--- src/rtl/uart_rf_pkg.sv ---
package uart_rf_pkg;
  typedef enum logic [3:0] {
    SEL_NONE, SEL_RX, SEL_DIVLO, SEL_DIVHI, SEL_AUX,
    SEL_FCTL, SEL_LCTL, SEL_MCTL, SEL_LSTAT, SEL_MSTAT
  } rdsel_e;

  typedef struct packed {
    logic   wrDivLo;
    logic   wrDivHi;
    logic   wrAux;
    logic   wrFctl;
    logic   wrLctl;
    logic   wrMctl;
    logic   txPush;
    logic   rxPop;
    logic   rdEn;
    rdsel_e rdSel;
  } strobe_t;
endpackage

--- src/rtl/uart_rf_fifo.sv ---
module uart_rf_fifo #(
  parameter int DEPTH = 64,
  parameter int W     = 8,
  localparam int AW   = (DEPTH > 1) ? $clog2(DEPTH) : 1,
  localparam int CW   = $clog2(DEPTH + 1)
) (
  input  logic          clk,
  input  logic          rst_n,
  input  logic          flush,
  input  logic [CW-1:0] cap,
  input  logic          push,
  input  logic          pop,
  input  logic [W-1:0]  din,
  output logic [W-1:0]  dout,
  output logic          empty,
  output logic          full
);
  logic [W-1:0]  mem [DEPTH];
  logic [AW-1:0] rdPtr, wrPtr;
  logic [CW-1:0] count;
  logic          doPush, doPop;

  assign empty  = (count == '0);
  assign full   = (count >= cap);
  assign doPush = push && !full;
  assign doPop  = pop && !empty;
  assign dout   = mem[rdPtr];

  function automatic logic [AW-1:0] nextPtr(input logic [AW-1:0] p);
    return (p == AW'(DEPTH - 1)) ? '0 : p + 1'b1;
  endfunction

  always_ff @(posedge clk) begin
    if (doPush) mem[wrPtr] <= din;
  end

  always_ff @(posedge clk or negedge rst_n) begin
    if (!rst_n) begin
      rdPtr <= '0;
      wrPtr <= '0;
      count <= '0;
    end else if (flush) begin
      rdPtr <= '0;
      wrPtr <= '0;
      count <= '0;
    end else begin
      if (doPush) wrPtr <= nextPtr(wrPtr);
      if (doPop)  rdPtr <= nextPtr(rdPtr);
      if (doPush && !doPop)      count <= count + 1'b1;
      else if (doPop && !doPush) count <= count - 1'b1;
    end
  end
endmodule

--- src/rtl/uart_rf_ctrl.sv ---
module uart_rf_ctrl
  import uart_rf_pkg::*;
#(
  parameter int ADDR_W = 8,
  parameter int STRIDE = 4,
  localparam int SH = $clog2(STRIDE)
) (
  input  logic [ADDR_W-1:0] busAddr,
  input  logic              busRd,
  input  logic              busWr,
  input  logic              dlab,
  output strobe_t           stb
);
  localparam logic [ADDR_W-1:0] LOW_MASK = ADDR_W'(STRIDE - 1);

  logic [ADDR_W-1:0] offs;
  logic [2:0]        off3;
  logic              hit;

  assign offs = busAddr >> SH;
  assign off3 = offs[2:0];
  assign hit  = ((busAddr & LOW_MASK) == '0) && ((offs >> 3) == '0);

  always_comb begin
    stb       = '0;
    stb.rdSel = SEL_NONE;
    stb.rdEn  = busRd;
    if (hit) begin
      unique case (off3)
        3'd0: if (dlab) begin
                stb.wrDivLo = busWr;
                if (busRd) stb.rdSel = SEL_DIVLO;
              end else begin
                stb.txPush = busWr;
                stb.rxPop  = busRd;
                if (busRd) stb.rdSel = SEL_RX;
              end
        3'd1: if (dlab) begin
                stb.wrDivHi = busWr;
                if (busRd) stb.rdSel = SEL_DIVHI;
              end else begin
                stb.wrAux = busWr;
                if (busRd) stb.rdSel = SEL_AUX;
              end
        3'd2: begin stb.wrFctl = busWr; if (busRd) stb.rdSel = SEL_FCTL;  end
        3'd3: begin stb.wrLctl = busWr; if (busRd) stb.rdSel = SEL_LCTL;  end
        3'd4: begin stb.wrMctl = busWr; if (busRd) stb.rdSel = SEL_MCTL;  end
        3'd5: if (busRd) stb.rdSel = SEL_LSTAT;
        3'd6: if (busRd) stb.rdSel = SEL_MSTAT;
        default: ;
      endcase
    end
  end
endmodule

--- src/rtl/uart_rf_datapath.sv ---
module uart_rf_datapath
  import uart_rf_pkg::*;
#(
  parameter int DEPTH_STD = 16,
  parameter int DEPTH_EXT = 64,
  localparam int CW = $clog2(DEPTH_EXT + 1)
) (
  input  logic        clk,
  input  logic        rst_n,
  input  strobe_t     stb,
  input  logic [7:0]  busWdata,
  output logic [7:0]  busRdata,
  output logic        dlab,
  output logic [5:0]  lineCtrl,
  output logic [15:0] divisor,
  output logic        dtrOut,
  output logic        rtsOut,
  output logic [7:0]  txData,
  output logic        txValid,
  input  logic        txReady,
  input  logic        txShiftIdle,
  input  logic [7:0]  rxData,
  input  logic        rxValid,
  output logic        rxReady,
  input  logic        ctsIn,
  input  logic        dsrIn,
  input  logic        riIn,
  input  logic        dcdIn
);
  logic [7:0]    lctl, auxReg, rdNext, rxHead;
  logic [15:0]   divLatch;
  logic [1:0]    mctl;
  logic          fifoEn, fifoExt, flush;
  logic [3:0]    pinMeta, pinSync;
  logic [CW-1:0] cap;
  logic          txEmpty, txFull, rxEmpty, rxFull;

  assign dlab     = lctl[7];
  assign lineCtrl = lctl[5:0];
  assign divisor  = divLatch;
  assign dtrOut   = mctl[0];
  assign rtsOut   = mctl[1];
  assign flush    = stb.wrFctl && !busWdata[0];
  assign cap      = !fifoEn ? CW'(1) : (fifoExt ? CW'(DEPTH_EXT) : CW'(DEPTH_STD));
  assign txValid  = !txEmpty;
  assign rxReady  = !rxFull;

  uart_rf_fifo #(.DEPTH(DEPTH_EXT), .W(8)) txFifo (
    .clk(clk), .rst_n(rst_n), .flush(flush), .cap(cap),
    .push(stb.txPush), .pop(txValid && txReady), .din(busWdata),
    .dout(txData), .empty(txEmpty), .full(txFull)
  );

  uart_rf_fifo #(.DEPTH(DEPTH_EXT), .W(8)) rxFifo (
    .clk(clk), .rst_n(rst_n), .flush(flush), .cap(cap),
    .push(rxValid && rxReady), .pop(stb.rxPop), .din(rxData),
    .dout(rxHead), .empty(rxEmpty), .full(rxFull)
  );

  always_ff @(posedge clk or negedge rst_n) begin
    if (!rst_n) begin
      lctl     <= '0;
      auxReg   <= '0;
      divLatch <= '0;
      mctl     <= '0;
      fifoEn   <= 1'b0;
      fifoExt  <= 1'b0;
      pinMeta  <= '0;
      pinSync  <= '0;
      busRdata <= '0;
    end else begin
      if (stb.wrLctl)  lctl           <= busWdata;
      if (stb.wrAux)   auxReg         <= busWdata;
      if (stb.wrDivLo) divLatch[7:0]  <= busWdata;
      if (stb.wrDivHi) divLatch[15:8] <= busWdata;
      if (stb.wrMctl)  mctl           <= busWdata[1:0];
      if (stb.wrFctl) begin
        fifoEn  <= busWdata[0];
        fifoExt <= busWdata[5];
      end
      pinMeta <= {dcdIn, riIn, dsrIn, ctsIn};
      pinSync <= pinMeta;
      if (stb.rdEn) busRdata <= rdNext;
    end
  end

  always_comb begin
    unique case (stb.rdSel)
      SEL_RX:    rdNext = rxEmpty ? 8'h00 : rxHead;
      SEL_DIVLO: rdNext = divLatch[7:0];
      SEL_DIVHI: rdNext = divLatch[15:8];
      SEL_AUX:   rdNext = auxReg;
      SEL_FCTL:  rdNext = {2'b00, fifoExt, 4'b0000, fifoEn};
      SEL_LCTL:  rdNext = lctl;
      SEL_MCTL:  rdNext = {6'b0, mctl};
      SEL_LSTAT: rdNext = {1'b0, txEmpty && txShiftIdle, txEmpty, 4'b0000, !rxEmpty};
      SEL_MSTAT: rdNext = {pinSync, 4'b0000};
      default:   rdNext = 8'h00;
    endcase
  end
endmodule

--- src/rtl/uart_regfront.sv ---
module uart_regfront
  import uart_rf_pkg::*;
#(
  parameter int ADDR_W    = 8,
  parameter int STRIDE    = 4,
  parameter int DEPTH_STD = 16,
  parameter int DEPTH_EXT = 64
) (
  input  logic              clk,
  input  logic              rst_n,
  input  logic [ADDR_W-1:0] busAddr,
  input  logic              busRd,
  input  logic              busWr,
  input  logic [7:0]        busWdata,
  output logic [7:0]        busRdata,
  output logic [5:0]        lineCtrl,
  output logic [15:0]       divisor,
  output logic              dtrOut,
  output logic              rtsOut,
  output logic [7:0]        txData,
  output logic              txValid,
  input  logic              txReady,
  input  logic              txShiftIdle,
  input  logic [7:0]        rxData,
  input  logic              rxValid,
  output logic              rxReady,
  input  logic              ctsIn,
  input  logic              dsrIn,
  input  logic              riIn,
  input  logic              dcdIn
);
  strobe_t stb;
  logic    dlab;

  uart_rf_ctrl #(.ADDR_W(ADDR_W), .STRIDE(STRIDE)) ctrl (
    .busAddr(busAddr), .busRd(busRd), .busWr(busWr), .dlab(dlab), .stb(stb)
  );

  uart_rf_datapath #(.DEPTH_STD(DEPTH_STD), .DEPTH_EXT(DEPTH_EXT)) dp (
    .clk(clk), .rst_n(rst_n), .stb(stb), .busWdata(busWdata), .busRdata(busRdata),
    .dlab(dlab), .lineCtrl(lineCtrl), .divisor(divisor), .dtrOut(dtrOut), .rtsOut(rtsOut),
    .txData(txData), .txValid(txValid), .txReady(txReady), .txShiftIdle(txShiftIdle),
    .rxData(rxData), .rxValid(rxValid), .rxReady(rxReady),
    .ctsIn(ctsIn), .dsrIn(dsrIn), .riIn(riIn), .dcdIn(dcdIn)
  );
endmodule

--- config.mk ---
export PLATFORM = sky130hd
export DESIGN_NAME = uart_regfront
export DESIGN_NICKNAME = d
export VERILOG_FILES = /design/src/rtl/uart_rf_pkg.sv /design/src/rtl/uart_rf_fifo.sv /design/src/rtl/uart_rf_ctrl.sv /design/src/rtl/uart_rf_datapath.sv /design/src/rtl/uart_regfront.sv
export SDC_FILE = /design/constraint.sdc
export NUM_CORES = 1
export LEC_CHECK = 0
export BUFFER_PORTS_ARGS = -buffer_cell sky130_fd_sc_hd__buf_2
export CAP_MARGIN = 15
export CORE_MARGIN = 5
export CORE_UTILIZATION = 35
export DETAILED_ROUTE_END_ITERATION = 12
export GPL_ROUTABILITY_DRIVEN = 0
export GPL_TIMING_DRIVEN = 0
export PLACE_DENSITY = 0.57
export SETUP_SLACK_MARGIN = 0.2
export SLEW_MARGIN = 5
export SYNTH_ARGS = -nofsm -noshare
export SYNTH_HDL_FRONTEND = slang
export SYNTH_HIERARCHICAL = 1
export SYNTH_SLANG_ARGS = --single-unit
--- constraint.sdc ---
create_clock -name clk -period 3.5 [get_ports clk]
set_input_delay 0.35 -clock clk [delete_from_list [all_inputs] [get_ports clk]]
set_output_delay 0.35 -clock clk [all_outputs]
set_load 0.02 [all_outputs]
; Yosys cells after proc, flatten, opt, wreduce, memory -nomap -nowiden
; Memory sizes are Yosys's and may differ from the RTL's.
; Cells that the tools add are included.
[op_classes]
n_addsub = 8
magnitude_cmp = 2
n_eq_ne = 19
n_mux = 49
reduce_logical = 33
[op_table]
columns = op, count
row1 = 6-bit two-way mux, 12
row2 = 8-bit one-hot mux with 9 select lines, 1
row3 = 7-bit two-way mux, 8
row4 = 4-bit one-hot mux with 7 select lines, 1
row5 = 6-bit by 1-bit adder with 6-bit output (second input constant), 4
row6 = 6-bit equality test (second input constant), 4
row7 = 4-bit by 3-bit equality test with 1-bit output (second input constant), 4
row8 = 8-bit zero test, 2
row9 = 4-bit two-way mux, 4
row10 = 8-bit two-way mux, 2
row11 = 7-bit by 1-bit adder with 7-bit output (second input constant), 2
row12 = 7-bit greater-or-equal comparator, 2
row13 = 7-bit zero test, 2
row14 = 7-bit by 1-bit subtractor with 7-bit output (second input constant), 2
row15 = 1-bit logical AND, 13
row16 = 2-bit two-way mux, 6
row17 = 3-bit two-way mux, 4
row18 = 1-bit two-way mux, 11
row19 = 3-bit equality test (second input constant), 3
row20 = 1-bit zero test, 9
row21 = 4-bit by 2-bit equality test with 1-bit output (second input constant), 2
row22 = 4-bit equality test (second input constant), 2
row23 = 2-bit nonzero test, 4
row24 = 3-bit by 2-bit equality test with 1-bit output (second input constant), 2
row25 = 4 further kinds, 5
[word_totals]
register_bits = 90
ram_bits = 1024
inputBits = 35
mem_count = 2
[mem_list]
columns = memory, depth, word_bits, rd, rd_ports_with_merged_regs, write_ports, line
row1 = dp.rxFifo.mem, 64, 8, 1, 0, 1, uart_rf_fifo.sv:18  ; logic [W-1:0] mem [DEPTH];
row2 = dp.txFifo.mem, 64, 8, 1, 0, 1, uart_rf_fifo.sv:18

; Logic depth before layout (Yosys ltp)
[logic_depth]
word_depth = 11
ltp_mapped = 19
depth_no_buf = 19

; Cells and area by module
; The synthesis kept the hierarchy.
[modules_own_cells]
columns = module, instances, cells_each, area_per_inst_um2
row1 = uart_rf_fifo at dp.rxFifo, 1, 1049, 21101.5
row2 = uart_rf_fifo at dp.txFifo, 1, 1049, 21094.0
row3 = uart_rf_datapath, 1, 216, 2560.0
row4 = uart_rf_ctrl, 1, 31, 210.2

; Least setup slack after synthesis
; Ideal clock, no wire load.
[synth_path]
kind = reg-to-reg
from = register dp.fifoEn
to = register dp.rxFifo.count[6]
arrival_ps = 3305
slack_ps = 70
stages_incl_launch_ff = 18
synth_period_minus_slack_ps = 3430
path_cell_list = dfrtp_1 > inv_1 > nor2_1 > inv_1 > ha_1 > a21oi_1 > o211ai_1 > nor2b_1 > o211ai_1 > a41oi_2 > nand2_1 > ha_1 > nor2b_1 > nor3_1 > o21bai_1 > a21oi_1 > mux2i_1 > mux2_2
[synth_via]
elab_chain_len = 8
elab_cells_between_ends = 11
classes_between = order compare (1) / mux (3) / reduce/logical (7)
[synth_rtl]
columns = item, line
row1 = from (decl), uart_rf_datapath.sv:33  ; logic fifoEn, fifoExt, flush;
row2 = from (signal assigned), uart_rf_datapath.sv:78  ; fifoEn <= busWdata[0];
row3 = 7-bit two-way mux *, uart_rf_datapath.sv:44  ; assign cap = !fifoEn ? CW'(1) : (fifoExt ? CW'(DEPTH_EXT) : CW'(DEPTH_STD));
row4 = named net dp.cap[0], uart_rf_datapath.sv:35  ; logic [CW-1:0] cap;
row5 = 7-bit greater-or-equal comparator *, uart_rf_fifo.sv:24  ; assign full = (count >= cap);
row6 = named net dp.rxFull, uart_rf_datapath.sv:36  ; logic txEmpty, txFull, rxEmpty, rxFull;
row7 = 1-bit zero test *, "uart_rf_fifo.sv:25, uart_rf_datapath.sv:46"
row8 = 1-bit logical AND, uart_rf_datapath.sv:56  ; .push(rxValid && rxReady), .pop(stb.rxPop), .din(rxData),
row9 = 1-bit logical AND *, uart_rf_fifo.sv:25  ; assign doPush = push && !full;
row10 = 1-bit logical AND / 1-bit zero test (equally long branches), "uart_rf_fifo.sv:49, uart_rf_fifo.sv:50"
row11 = 7-bit two-way mux / 1-bit logical AND (equally long branches), "uart_rf_fifo.sv:49, uart_rf_fifo.sv:50"
row12 = 7-bit two-way mux / 3-bit nonzero test (equally long branches), --
row13 = to (signal assigned), uart_rf_fifo.sv:49  ; if (doPush && !doPop) count <= count + 1'b1;
row14 = to (signal assigned), uart_rf_fifo.sv:50  ; else if (doPop && !doPush) count <= count - 1'b1;
row15 = to (decl), uart_rf_fifo.sv:20  ; logic [CW-1:0] count;
; Mark *: on every way through the listed nets, which the timed path passes. The rest lies on a longest branch.
; A chain may end at the register's enable or synchronous reset.

; Final worst setup path
[layout_path]
from = register dp.fifoExt
to = register dp.rxFifo.count[6]
[layout_via]
elab_chain_len = 9
elab_cells_between_ends = 12
classes_between = order compare (1) / mux (4) / reduce/logical (7)
[layout_rtl]
columns = item, line
row1 = from (decl), uart_rf_datapath.sv:33
row2 = from (signal assigned), uart_rf_datapath.sv:79  ; fifoExt <= busWdata[5];
row3 = 7-bit two-way mux * (2 in a row), uart_rf_datapath.sv:44
row4 = named net dp.cap[4], uart_rf_datapath.sv:35
row5 = 7-bit greater-or-equal comparator *, uart_rf_fifo.sv:24
row6 = named net dp.rxFull, uart_rf_datapath.sv:36
row7 = 1-bit zero test *, "uart_rf_fifo.sv:25, uart_rf_datapath.sv:46"
row8 = 1-bit logical AND, uart_rf_datapath.sv:56
row9 = 1-bit logical AND *, uart_rf_fifo.sv:25
row10 = 1-bit logical AND / 1-bit zero test (equally long branches), "uart_rf_fifo.sv:49, uart_rf_fifo.sv:50"
row11 = 7-bit two-way mux / 1-bit logical AND (equally long branches), "uart_rf_fifo.sv:49, uart_rf_fifo.sv:50"
row12 = 7-bit two-way mux / 3-bit nonzero test (equally long branches), --
; Marks and branches as above.

==> results.json <==
{
  "core_sq_mm": 0.128,
  "grt_max_degree": 72,
  "whs_ps": 129,
  "powerDensity_mw_per_mm2": 625,
  "drt_iter0_drc": 2536,
  "hold_violations": 0,
  "hold_start": "rxData[3]",
  "cts_sinks": 1114,
  "layout_commonest_cell": "edfxtp_1",
  "hp-class": "primary input to register",
  "worst_ep_required_time_ps": 4080,
  "synth_area_sq_mm": 0.0450,
  "syn_area_per_cell_sq_um": 19.2,
  "startpoint_type": "register",
  "io_pins": 77,
  "grt_pass1_wl_um": 173000,
  "antennaDiodeCount": 0,
  "fmax_mhz": 291,
  "vdd_drop_max_mv": 0.506,
  "rrSetupSlack_ps": 60,
  "drc_errors": 0,
  "die_area_sq_mm": 0.136,
  "whs_path_depth": 1,
  "insertion_delay_ps": 720,
  "drive_gt1_frac": 0.379,
  "crit_fanout": 6,
  "ctsRootBufferMaster": "clkbuf_16",
  "syn_inst": 2343,
  "tightestPinTransition_ps": 1030,
  "cts_tree": "built",
  "wl_per_cell_um": 27.1,
  "r2r-end": "dp/rxFifo/count[6]",
  "r2r_cells": 19,
  "setup_viol": 0,
  "p_total_w": 0.0346,
  "grt_pass1_vias": 24830,
  "path_clk_slew_ps": 60,
  "routed_wl_um": 120000,
  "nFillCells": 10914,
  "hold_end": "dp/rxFifo/mem[15][3]",
  "final_cell_mix": "edfxtp_1 (1024), mux4_2 (251), clkbuf_16 (117), nor2_4 (117), dfrtp_1 (88)",
  "start_util": 0.353,
  "cts_inserted_buffers": 112,
  "die_w_um": 368,
  "multi_input_area_sq_mm": 0.0128,
  "first_pass_iters": 6,
  "ant_nets": 0,
  "vias": 24373,
  "fin_util": 0.435,
  "crit_type": "register to register",
  "dp_hpwl_um": 77700,
  "rsz0062_at_grt": "true",
  "layout.nets": 2750,
  "final-max-slew-violation-count": 0,
  "htree_levels": 3,
  "status": "finished, final reports clean",
  "r2r_start": "dp/fifoExt",
  "maxCapViolations": 0,
  "relSlewSlack": 0.316,
  "cts.path.max_buffers": 3,
  "grt_util_all_layers": 0.173,
  "fin_crit_sh": 0.982,
  "areaGrowthSynthToFinish_pct": 23.4,
  "grt_overflow": 0,
  "cp-end-kind": "register",
  "portBuffers": 76,
  "power.leakage_nw": 17.8,
  "rows": 131,
  "antenna_found_initial": 5,
  "cp.arrival_ps": 4020,
  "die_y_um": 368,
  "fin_crit_ps": 3440,
  "regArea_sq_mm": 0.0330,
  "skew_ps": 28.6,
  "vias_per_cell": 5.49,
  "yosys_warnings": 6
}
==> per-stage QoR <==
step | instances | setup slack, ps | setup TNS (ps) | instance area, sq um
after floorplan | 2350 | 227 | 0 | 45000
after global placement | 4088 | -1460 | -862660 | 47500
after detailed placement | 4094 | -1430 | -925710 | 47600
after CTS | 4391 | -29.8 | -88.9 | 54500
after global routing | 4437 | -135 | -4090 | 55500
final | 4437 | 62.2 | 0 | 55500
==> report_power, final <==
part / leakage, nW / switching [W] / internal (W)
clock: 1.85 / 0.00504 / 0.00732
combinational: 5.55 / 0.00423 / 0.00311
sequential: 10.4 / 0.000212 / 0.0147
==> cell type report <==
| class | count | share of cell area |
|---|---|---|
| buffer | 144 | 0.0206 |
| clock buffer | 130 | 0.0521 |
| clock inverter | 76 | 0.0164 |
| inverter | 36 | 0.00268 |
| multi-input combinational | 1056 | 0.231 |
| sequential | 1114 | 0.595 |
| tap | 1662 | 0.0375 |
| timing repair buffer | 219 | 0.0446 |
==> worst max-delay path, cell delays in order (launching register included) <==
cell	delay (ps)
dfrtp_1	410
buf_6	130
nor2_4	140
buf_12	120
inv_4	30
ha_4	220
a21oi_4	120
o211ai_1	120
nor2b_1	140
o211ai_1	140
a41oi_4	250
nand2_4	130
inv_4	100
fa_2	240
nor2b_4	50
nor3_2	140
o21bai_1	80
a21oi_1	170
mux2i_1	220
mux2_2	350
==> flip-flops by register name, indices dropped and copies added, names as in the netlist <==
signal	cells
dp/auxReg	8
dp/busRdata	8
dp/divisor	16
dp/fifoEn	1
dp/fifoExt	1
dp/lctl	8
dp/mctl	2
dp/pinMeta	4
dp/pinSync	4
dp/rxFifo/count	7
dp/rxFifo/mem	512
dp/rxFifo/rdPtr	6
dp/rxFifo/wrPtr	6
dp/txFifo/count	7
dp/txFifo/mem	512
dp/txFifo/rdPtr	6
dp/txFifo/wrPtr	6
==> layer usage <==
layer  up-vias  GRT usage  part of all wire
met5         -          0           0.00022
met1     12940      0.229              0.40
met4         4     0.0447             0.029
met2       946      0.290              0.49
li1      10269          -                 -
met3       214     0.0371             0.073
==> worst max path at each step <==
| stage | slack, ps | depth (start not counted) | startpoint | end |
|---|---|---|---|---|
| 5_1_grt | -130 | 19 | dp/fifoExt | dp/rxFifo/count[6] |
| 2_1_floorplan | 230 | 17 | dp/fifoEn | dp/rxFifo/count[6] |
| 6_report | 60 | 19 | dp/fifoExt | dp/rxFifo/count[6] |
| 3_5_place_dp | -1430 | 12 | dp/fifoEn | dp/rxFifo/mem[55][2] |
| 4_1_cts | -30 | 9 | dp/txFifo/rdPtr[0] | txData[7] |
| 3_3_place_gp | -1460 | 12 | dp/fifoEn | dp/rxFifo/mem[7][1] |
==> repair_timing <==
item	4_1_cts	5_1_grt
hold buffers	5	0
setup endpoints to repair	1055	963
pin swaps	70	49
gates cloned	3	4
endpoints found under the hold margin	42	0
resized for setup	467	84
buffers inserted	83	34
Note: power is estimated with default switching activity, not from simulation.
